### config.mk
export PLATFORM = sky130hd
export DESIGN_NAME = supmon_ctrl
export DESIGN_NICKNAME = d
export VERILOG_FILES = /design/src/rtl/supmon_pkg.sv /design/src/rtl/supmon_regs.sv /design/src/rtl/supmon_window.sv /design/src/rtl/supmon_sampler.sv /design/src/rtl/supmon_ctrl.sv
export SDC_FILE = /design/constraint.sdc
export NUM_CORES = 1
export LEC_CHECK = 0
export BUFFER_PORTS_ARGS = -buffer_cell sky130_fd_sc_hd__buf_2
export CAP_MARGIN = 10
export CORE_MARGIN = 2
export CORE_UTILIZATION = 30
export CTS_BUF_LIST = sky130_fd_sc_hd__clkbuf_4 sky130_fd_sc_hd__clkbuf_8 sky130_fd_sc_hd__clkbuf_16
export CTS_CLUSTER_SIZE = 30
export DETAILED_ROUTE_END_ITERATION = 8
export MAX_ROUTING_LAYER = met4
export PLACE_DENSITY = 0.59
export RECOVER_POWER = 25
export SETUP_SLACK_MARGIN = 0.02
export SYNTH_ARGS = -nofsm -noshare
export SYNTH_HDL_FRONTEND = slang
export SYNTH_HIERARCHICAL = 1
export SYNTH_SLANG_ARGS = --single-unit
### constraint.sdc
create_clock -name clk -period 2.1 [get_ports clk]
set_input_delay 0 -clock clk [delete_from_list [all_inputs] [get_ports clk]]
set_output_delay 0 -clock clk [all_outputs]
set_load 0.05 [all_outputs]
### src/rtl/supmon_pkg.sv
// Shared field positions, codes and the mode-register layout for the supply
// monitor controller. Assumes a 32-bit register port.
package supmon_pkg;
    localparam int REG_W       = 32;
    localparam int THR_W       = 4;
    localparam int SMPL_W      = 3;
    localparam int THR_LSB     = 0;
    localparam int SMPL_LSB    = 8;
    localparam int RSTEN_BIT   = 12;
    localparam int IEN_BIT     = 13;
    localparam int ST_RST_BIT  = 4;
    localparam int ST_DET_BIT  = 5;
    localparam int ST_LIVE_BIT = 6;

    localparam logic [SMPL_W-1:0] SMPL_OFF    = 3'd0;
    localparam logic [SMPL_W-1:0] SMPL_CONT   = 3'd1;
    localparam logic [SMPL_W-1:0] SMPL_DUTY_A = 3'd2;
    localparam logic [SMPL_W-1:0] SMPL_DUTY_B = 3'd3;
    localparam logic [SMPL_W-1:0] SMPL_DUTY_C = 3'd4;

    localparam logic ADDR_MODE   = 1'b0;
    localparam logic ADDR_STATUS = 1'b1;

    typedef struct packed {
        logic              ien;
        logic              rsten;
        logic [SMPL_W-1:0] smpl;
        logic [THR_W-1:0]  thr;
    } mode_t;
endpackage

### src/rtl/supmon_regs.sv
// Register port: holds the mode register, flags sampling-mode changes,
// produces the status-clear strobe and the registered read data.
// Assumes single-cycle strobes; read data holds between reads.
module supmon_regs
    import supmon_pkg::*;
(
    input  logic             clk,
    input  logic             rst_n,
    input  logic             wr,
    input  logic             rd,
    input  logic             addr,
    input  logic [REG_W-1:0] wdata,
    input  logic             st_rst,
    input  logic             st_det,
    input  logic             st_live,
    output mode_t            mode,
    output logic             smpl_chg,
    output logic             stat_clr,
    output logic [REG_W-1:0] rdata
);
    logic             mode_wr;
    logic [REG_W-1:0] mode_word;
    logic [REG_W-1:0] stat_word;

    assign mode_wr  = wr && (addr == ADDR_MODE);
    assign stat_clr = rd && (addr == ADDR_STATUS);
    assign smpl_chg = mode_wr && (wdata[SMPL_LSB +: SMPL_W] != mode.smpl);

    // Assemble the readback words from the stored fields and status flags.
    always_comb begin
        mode_word = '0;
        mode_word[THR_LSB +: THR_W]   = mode.thr;
        mode_word[SMPL_LSB +: SMPL_W] = mode.smpl;
        mode_word[RSTEN_BIT]          = mode.rsten;
        mode_word[IEN_BIT]            = mode.ien;
        stat_word = '0;
        stat_word[ST_RST_BIT]         = st_rst;
        stat_word[ST_DET_BIT]         = st_det;
        stat_word[ST_LIVE_BIT]        = st_live;
    end

    // Capture the mode fields on a write to address 0.
    always_ff @(posedge clk) begin
        if (!rst_n) begin
            mode <= '0;
        end else if (mode_wr) begin
            mode.thr   <= wdata[THR_LSB +: THR_W];
            mode.smpl  <= wdata[SMPL_LSB +: SMPL_W];
            mode.rsten <= wdata[RSTEN_BIT];
            mode.ien   <= wdata[IEN_BIT];
        end
    end

    // Register the read data; status is captured before its clear lands.
    always_ff @(posedge clk) begin
        if (!rst_n)  rdata <= '0;
        else if (rd) rdata <= (addr == ADDR_STATUS) ? stat_word : mode_word;
    end

    wire unused_wbits = ^{wdata[REG_W-1:IEN_BIT+1], wdata[SMPL_LSB+SMPL_W],
                          wdata[SMPL_LSB-1:THR_LSB+THR_W]};


    mode_hold_chk: assert property (@(posedge clk) disable iff (!rst_n)
        !(wr && addr == ADDR_MODE) |=> $stable(mode));
endmodule

### src/rtl/supmon_window.sv
// Enable-window generator: off, continuous, or one cycle out of every
// PER_A/PER_B/PER_C cycles. Assumes PER_C is the largest period and every
// period is at least 2. The count restarts whenever the mode changes.
module supmon_window
    import supmon_pkg::*;
#(
    parameter int PER_A = 32,
    parameter int PER_B = 256,
    parameter int PER_C = 2048
) (
    input  logic              clk,
    input  logic              rst_n,
    input  logic [SMPL_W-1:0] smpl,
    input  logic              restart,
    output logic              mon_en
);
    localparam int CW = $clog2(PER_C);

    logic [CW-1:0] cnt;
    logic [CW-1:0] per_last;
    logic          duty;

    // Decode the period limit for the duty-cycled modes.
    always_comb begin
        duty     = 1'b1;
        per_last = '0;
        case (smpl)
            SMPL_DUTY_A: per_last = CW'(PER_A - 1);
            SMPL_DUTY_B: per_last = CW'(PER_B - 1);
            SMPL_DUTY_C: per_last = CW'(PER_C - 1);
            default:     duty     = 1'b0;
        endcase
    end

    // Period counter: wraps at the limit, parked at zero when not duty-cycled.
    always_ff @(posedge clk) begin
        if (!rst_n || restart)   cnt <= '0;
        else if (!duty)          cnt <= '0;
        else if (cnt == per_last) cnt <= '0;
        else                     cnt <= cnt + 1'b1;
    end

    assign mon_en = (smpl == SMPL_CONT) || (duty && cnt == per_last);


    window_single_chk: assert property (@(posedge clk) disable iff (!rst_n)
        (duty && mon_en && !restart) |=> !mon_en);

    cnt_range_chk: assert property (@(posedge clk) disable iff (!rst_n)
        duty |-> cnt <= per_last);

    idle_cnt_chk: assert property (@(posedge clk) disable iff (!rst_n)
        (!duty && !restart) |=> (cnt == '0));
endmodule

### src/rtl/supmon_sampler.sv
// Measurement capture: takes the comparator verdict at the edge ending an
// enabled cycle, keeps the live and sticky flags and makes the reset pulse.
// Assumes clr is a one-cycle strobe; a new detection wins over a clear.
module supmon_sampler (
    input  logic clk,
    input  logic rst_n,
    input  logic samp,
    input  logic cmp_below,
    input  logic rsten,
    input  logic clr,
    output logic live,
    output logic st_det,
    output logic st_rst,
    output logic core_rst_req
);
    logic det;

    assign det = samp && cmp_below;

    // Live verdict: updated only at the end of an enabled cycle.
    always_ff @(posedge clk) begin
        if (!rst_n)    live <= 1'b0;
        else if (samp) live <= cmp_below;
    end

    // Sticky flags and the one-cycle reset request.
    always_ff @(posedge clk) begin
        if (!rst_n) begin
            st_det       <= 1'b0;
            st_rst       <= 1'b0;
            core_rst_req <= 1'b0;
        end else begin
            st_det       <= (st_det && !clr) || det;
            st_rst       <= (st_rst && !clr) || (det && rsten);
            core_rst_req <= det && rsten;
        end
    end


    live_hold_chk: assert property (@(posedge clk) disable iff (!rst_n)
        !samp |=> $stable(live));

    sticky_fall_chk: assert property (@(posedge clk) disable iff (!rst_n)
        $fell(st_det) |-> $past(clr));

    rst_flag_chk: assert property (@(posedge clk) disable iff (!rst_n)
        core_rst_req |-> (st_rst && st_det));

    rst_pulse_chk: assert property (@(posedge clk) disable iff (!rst_n)
        core_rst_req |=> !core_rst_req || $past(samp && cmp_below));
endmodule

### src/rtl/supmon_ctrl.sv
// Top of the duty-cycled supply monitor controller. Ties the register port,
// window generator and sampler together and forms the interrupt level.
// Assumes every input is synchronous to clk (the slow clock).
module supmon_ctrl
    import supmon_pkg::*;
#(
    parameter int PER_A = 32,
    parameter int PER_B = 256,
    parameter int PER_C = 2048
) (
    input  logic             clk,
    input  logic             rst_n,
    input  logic             reg_wr,
    input  logic             reg_rd,
    input  logic             reg_addr,
    input  logic [REG_W-1:0] reg_wdata,
    output logic [REG_W-1:0] reg_rdata,
    input  logic             cmp_below,
    output logic [THR_W-1:0] mon_thresh,
    output logic             mon_en,
    output logic             irq,
    output logic             core_rst_req
);
    mode_t mode;
    logic  smpl_chg;
    logic  stat_clr;
    logic  st_rst;
    logic  st_det;
    logic  st_live;

    supmon_regs u_regs (
        .clk(clk), .rst_n(rst_n), .wr(reg_wr), .rd(reg_rd), .addr(reg_addr),
        .wdata(reg_wdata), .st_rst(st_rst), .st_det(st_det), .st_live(st_live),
        .mode(mode), .smpl_chg(smpl_chg), .stat_clr(stat_clr), .rdata(reg_rdata)
    );

    supmon_window #(.PER_A(PER_A), .PER_B(PER_B), .PER_C(PER_C)) u_window (
        .clk(clk), .rst_n(rst_n), .smpl(mode.smpl), .restart(smpl_chg),
        .mon_en(mon_en)
    );

    supmon_sampler u_sampler (
        .clk(clk), .rst_n(rst_n), .samp(mon_en), .cmp_below(cmp_below),
        .rsten(mode.rsten), .clr(stat_clr), .live(st_live), .st_det(st_det),
        .st_rst(st_rst), .core_rst_req(core_rst_req)
    );

    assign mon_thresh = mode.thr;
    assign irq        = st_det && mode.ien;


    irq_level_chk: assert property (@(posedge clk) disable iff (!rst_n)
        irq |-> st_det);

    irq_mask_chk: assert property (@(posedge clk) disable iff (!rst_n)
        !mode.ien |-> !irq);
endmodule

==> run_results.csv, run 1 <==
group,metric,value,unit
placement,dp_hpwl,2470,um
power,p_leak,0.856,nW
critical_path,critPathTopFamily,"simple AND/OR/NAND/NOR gates",
floorplan,boundaryPins,77,
timing,post-route-period-util,0.957,
timing,rsz0062_at_grt,"no",
grt,grt_max_degree,26,
routing,drc,0,
critical_path,reg2regPathDepth,6,
routing,vias,1425,
yosys,yosysTopAreaCellShare,0.411,
routing,drtPass1Iterations,4,
yosys,syn_avg_cell_area,8.64,sq um
timing,period_needed,2.01,ns
timing,timing.fmax,0.497,GHz
grt,antenna_found_initial,0,
floorplan,fp.coreArea,5570,sq um
yosys,synth_cells,203,
layout,layout-drive-gt1-share,0.220,
timing,fin_skew,0.00507,ns
placement,gp_congestion,0.705,
run_status,status,"finished, final reports clean",
routing,drt-initial-drc-count,93,
clock_tree,clock_tree.root_cell,"clkbuf_8",
routing,antenna_left,0,
worst_hold_path,min_path_type,"input pin to flip-flop",
power,p_sw_frac,0.283,
timing,hold_violations,0,
floorplan,initial_core_util,0.314,
grt,grt_pass1_vias,1320,
critical_path,worstPathArrival,2.01,ns
routing,wl_per_cell,10.6,um
critical_path,critical_path_buf_inv_count,1,
placement,port_buffers,33,
routing,totalWireLength,3410,um
yosys,ys_ff_latch,36,
floorplan,fp.dieH,80.4,um
yosys,yosysWarnings,6,
worst_hold_path,min_path_cells,3,
clock_tree,clock_latency,0.29,ns
critical_path,worst-path-stages,5,
layout,synthToLayoutAreaGrowth,21.9,%
grt,overflow,0,
critical_path,endpoint_kind,"output pin",
yosys,synth_ff_type,"dfxtp_1",
clock_tree,postCtsSetupBuffers,0,
layout,fillCellCount,579,
timing,slew_headroom,0.538,
clock_tree,cts_buffer_depth,2,
timing,fin_setup_tns,0,ns
power,seq_power_share,0.490,
critical_path,critPathLaunchType,"flip-flop",
routing,routed_via_density,4.43,
power,pwr-share-clk,0.362,
critical_path,slowest_delay,0.36,ns
layout,layout_commonest_cell,"nand2_1",
floorplan,dieArea,6470,sq um
floorplan,die_w,80.4,um
clock_tree,cts_max_level,2,
layout,final_cell_mix,"34 x nand2_1, 33 x dfxtp_1, 29 x buf_2, 20 x conb_1, 12 x a21boi_0",
yosys,synthTopCellsByArea,"dfxtp_1 41%, buf_4 9.4%, nand2_1 7.3%",
yosys,ys_seq_area_frac,0.411,
power,internal_power,1.03,mW
timing,tightest_slew,0.691,ns
clock_tree,cts_buffers,5,
clock_tree,clk_pin_slew,0.07,ns
layout,diodes,0,
power,power.density,674,nW/um^2
yosys,synth-edff-count,0,
layout,final_net_count,288,
clock_tree,cts_tree,"done",
yosys,yosys.area.top_type,"dfxtp_1",
critical_path,critPathSlowestCell,"a2111oi_2",
power,power.total,1.44,mW
yosys,async_flop_share,0,
critical_path,path_cells,"or3_1, or3_4, a2111oi_2, a211o_2, buf_8",
power,peakVddDrop,0.296,mV
floorplan,rows,27,
grt,grtUsageTotal,0.120,
critical_path,path_class,"flip-flop to output pin",
job,maxCapViolCount,0,
power,p_comb_frac,0.148,
timing,report.final.slew_viol_count,0,
grt,grt_first_pass_wirelength,5860,um
yosys,synth.distinct_cells,38,
timing,setup_violations,0,
clock_tree,numClockSinks,36,
power,power.switching,0.407,mW
critical_path,crit_required,2.10,ns
critical_path,path_max_fanout,5,
yosys,synth_area,1750,sq um
## final cells by class
class,count,area [sq um],area share
Tap cell,72,90.1,0.0422
Clock inverter,1,7.51,0.00351
Multi-Input combinational cell,148,880,0.412
Sequential cell,36,724,0.339
Timing Repair Buffer,49,312,0.146
Clock buffer,7,90.1,0.0422
Inverter,9,33.8,0.0158
## cells by family after synthesis
family,count (synthesis),synth area share
other,1,0.00214
adders and majority gates,1,0.00714
muxes,1,0.00571
buffers and inverters,38,0.131
xor gates and xnor gates,12,0.0600
DFF,36,0.411
and+or+nand+nor,84,0.255
AOI/OAI and AO/OA,30,0.128
## tightest hold or removal path: stages
cell,delay (ns)
buf_2,0.10
nand2_1,0.11
nor2_1,0.06
## per-stage QoR
stage,cell area (sq um),utilization,setup WS (ns),hold slack [ns],instances
2_1_floorplan,1820,-,0.0856,0.139,222
3_3_place_gp,1930,0.346,0.226,0.257,304
3_5_place_dp,1930,0.346,0.202,0.259,304
4_1_cts,2120,0.381,0.0457,0.0251,321
5_1_grt,2140,0.383,0.0225,0.0597,322
6_report,2140,0.383,0.0896,0.0246,322
## what timing repair did
item                       CTS  global route
setup endpoints to repair    1             2
hold buffers                 9             0
pin swaps                    0             1
hold endpoints to repair     9             0
resized for setup            2             5
## layer usage
metal,vias up,GRT usage,routed length (um)
li1,729,-,-
met1,640,0.147,1670
met2,50,0.186,1500
met3,6,0.0303,182
met4,0,0.0559,61
met5,-,-,0
## path summary, 6_finish.rpt
check	slack [ns]	end	start
setup / recovery	0.09	mon_en	u_window/cnt[7]
hold / removal	0.02	u_sampler/core_rst_req	cmp_below
setup reg to reg	0.22	u_sampler/live	u_window/cnt[7]
hold reg to reg	0.46	u_window/cnt[0]	u_window/cnt[0]
## state kept, by name, summed over array words and instances (netlist names)
signal	flops
u_regs/rdata	12
u_window/cnt	11
u_regs/mode	9
u_sampler/core_rst_req	1
u_sampler/live	1
u_sampler/st_det	1
u_sampler/st_rst	1
## power groups by stage
stage / combinational, mW / sequential, mW / clock (mW)
2_1_floorplan: 0.168 / 0.742 / 0
4_1_cts: 0.213 / 0.705 / 0.542
3_5_place_dp: 0.199 / 0.721 / 0
3_3_place_gp: 0.198 / 0.721 / 0
6_report: 0.213 / 0.706 / 0.521
5_1_grt: 0.231 / 0.708 / 0.567
## Yosys cell counts (all sizes together) (2+ instances only)
master	number
and4	3
nand2	34
nand4	2
nor3b	3
nor2	2
a21boi	14
xnor2	4
inv	9
xor2	8
buf	26
nand3	4
clkbuf	3
and2	11
o22ai	9
nand2b	7
dfxtp	36
nor2b	3
nor3	10
o21ai	2
or3	2
(Power assumes the default switching activity.)
==> run 2, diff against run 1 <==
CORE_MARGIN = 10   (was 2)
REMOVE_ABC_BUFFERS = 1   (was not set)
==> run 2 against run 1 <==
Net effect: sequential share of layout area fell by 0.12 points; wire length rose by 15%; first-iteration DRC count rose by 14%; combinational power rose by 2%; flip-flop and latch count did not move.
==> run_results.csv, run 2 (synthesis results as in run 1) <==
group,metric,value,unit
worst_hold_path,holdPathEnd,"u_sampler/core_rst_req",
floorplan,fp.coreArea,5570,sq um
critical_path,slowest_delay,0.41,ns
run_status,status,"finished, final reports clean",
critical_path,r2r-start,"u_regs/mode[6]",
layout,diodes,0,
clock_tree,cts_buffers,5,
layout,layout-drive-gt1-share,0.237,
routing,drtPass1Iterations,4,
worst_hold_path,min_path_cells,3,
placement,dp.cells,303,
clock_tree,numClockSinks,36,
power,power.density,650,nW/um^2
timing,setup_violations,0,
critical_path,endpoint_kind,"output pin",
floorplan,boundaryPins,77,
grt,overflow,0,
clock_tree,clock_latency,0.29,ns
critical_path,path_cells,"nor3b_4, buf_4, or3_4, a2111oi_4, a211o_2, buf_8",
grt,antenna_found_initial,0,
clock_tree,cts_max_level,2,
timing,report.final.slew_viol_count,0,
critical_path,reg2regPathDepth,7,
timing,tightest_slew,0.713,ns
routing,vias,1410,
worst_hold_path,min_from,"cmp_below",
critical_path,rrSetupSlack,0.24,ns
critical_path,worstPathArrival,1.98,ns
floorplan,die_w,96.4,um
power,p_leak,0.859,nW
layout,layout_commonest_cell,"nand2_1",
grt,grt_first_pass_wirelength,6220,um
timing,hold_violations,0,
placement,dpl_cell_area,1920,sq um
layout,final_cell_mix,"34 x nand2_1, 31 x dfxtp_1, 30 x buf_2, 20 x conb_1, 12 x a21boi_0",
timing,post-route-period-util,0.944,
grt,grt_max_degree,27,
critical_path,crit_required,2.10,ns
timing,timing.fmax,0.505,GHz
power,peakVddDrop,0.262,mV
routing,antenna_left,0,
floorplan,rows,27,
critical_path,critPathSlowestCell,"or3_4",
routing,wl_per_cell,12.2,um
floorplan,initial_core_util,0.314,
floorplan,dieArea,9300,sq um
layout,stdcell_area,2160,sq um
timing,rsz0062_at_grt,"no",
routing,routed_via_density,4.39,
clock_tree,cts_tree,"done",
placement,dp_hpwl,2810,um
placement,gp_congestion,0.728,
routing,totalWireLength,3930,um
grt,grtUsageTotal,0.0876,
job,maxCapViolCount,0,
critical_path,path_max_fanout,6,
power,power.total,1.40,mW
routing,drt-initial-drc-count,106,
critical_path,critPathLaunchType,"flip-flop",
layout,reg_top3,"u_regs/rdata (12), u_window/cnt (11), u_regs/mode (9)",
placement,port_buffers,33,
timing,period_needed,1.98,ns
layout,largest_register_ffs,12,
layout,regMostFlops,"u_regs/rdata",
floorplan,fp.dieH,96.4,um
layout,synthToLayoutAreaGrowth,23.2,%
critical_path,path_class,"flip-flop to output pin",
layout,final_net_count,287,
clock_tree,clk_pin_slew,0.08,ns
critical_path,critical_path_buf_inv_count,2,
routing,drc,0,
clock_tree,clock_tree.root_cell,"clkbuf_8",
clock_tree,cts_buffer_depth,2,
critical_path,timing.rr.end,"u_sampler/live",
grt,grt_pass1_vias,1411,
critical_path,critPathTopFamily,"simple AND/OR/NAND/NOR gates",
worst_hold_path,min_path_type,"input pin to flip-flop",
timing,fin_skew,0.00692,ns
layout,fin_cells,321,
timing,slew_headroom,0.524,
timing,whs,0.0333,ns
==> run 2: changes by cell type in the layout (fill, tap and decap cells not counted), sizes merged <==
cell      delta
buf          +1
clkinvlp     -1
clkbuf       -4
clkinv       +3
==> run 2: stage by stage <==
stage	utilization	setup slack, ns	TNS, ns
final	0.387	0.118	0
after global routing	0.387	0.0426	0
after CTS	0.378	0.0339	0
after detailed placement	0.345	0.204	0
after global placement	0.345	0.217	0
after floorplan	-	-0.146	-0.541
==> run 2: worst min-delay path, delay by kind of cell <==
family                 cells  cell delay (ns)
AND/OR/NAND/NOR            2             0.18
buffers and inverters      1             0.09
==> run 2: worst max-delay path by stage <==
stage	from	end	cells after the start
after floorplan	u_window/cnt[6]	u_sampler/st_rst	6
after global placement	u_regs/mode[6]	u_sampler/st_rst	6
after detailed placement	u_window/cnt[7]	u_sampler/st_rst	6
after CTS	u_window/cnt[5]	mon_en	5
after global routing	u_regs/mode[5]	mon_en	6
final	u_regs/mode[6]	mon_en	6
==> run 2: cell type report <==
type,count,area [sq um]
clock buffer,5,68.8
multi-input combinational,148,911
timing repair buffer,48,308
inverter,9,33.8
sequential,36,729
fill,569,3410
clock inverter,3,18.8
tap,72,90.1
==> run 2: power breakdown <==
group	switching, mW	internal [mW]
clock network	0.250	0.231
registers	0.0112	0.694
logic	0.157	0.0596
==> run 2: routing by layer <==
| metal | part of all wire | vias to the layer above | routed length, um | track usage |
|---|---|---|---|---|
| met5 | 0 | - | 0 | - |
| met2 | 0.46 | 40 | 1820 | 0.145 |
| met1 | 0.42 | 639 | 1640 | 0.0859 |
| met4 | 0.021 | 0 | 82 | 0.0496 |
| li1 | - | 725 | - | - |
| met3 | 0.10 | 6 | 394 | 0.0347 |
==> run 2: repair_timing <==
action,4_1_cts,5_1_grt
endpoints found under the setup margin,1,5
resized for setup,4,10
buffers inserted,0,1
pin swaps,1,3
hold buffers,9,0
hold endpoints to repair,9,0
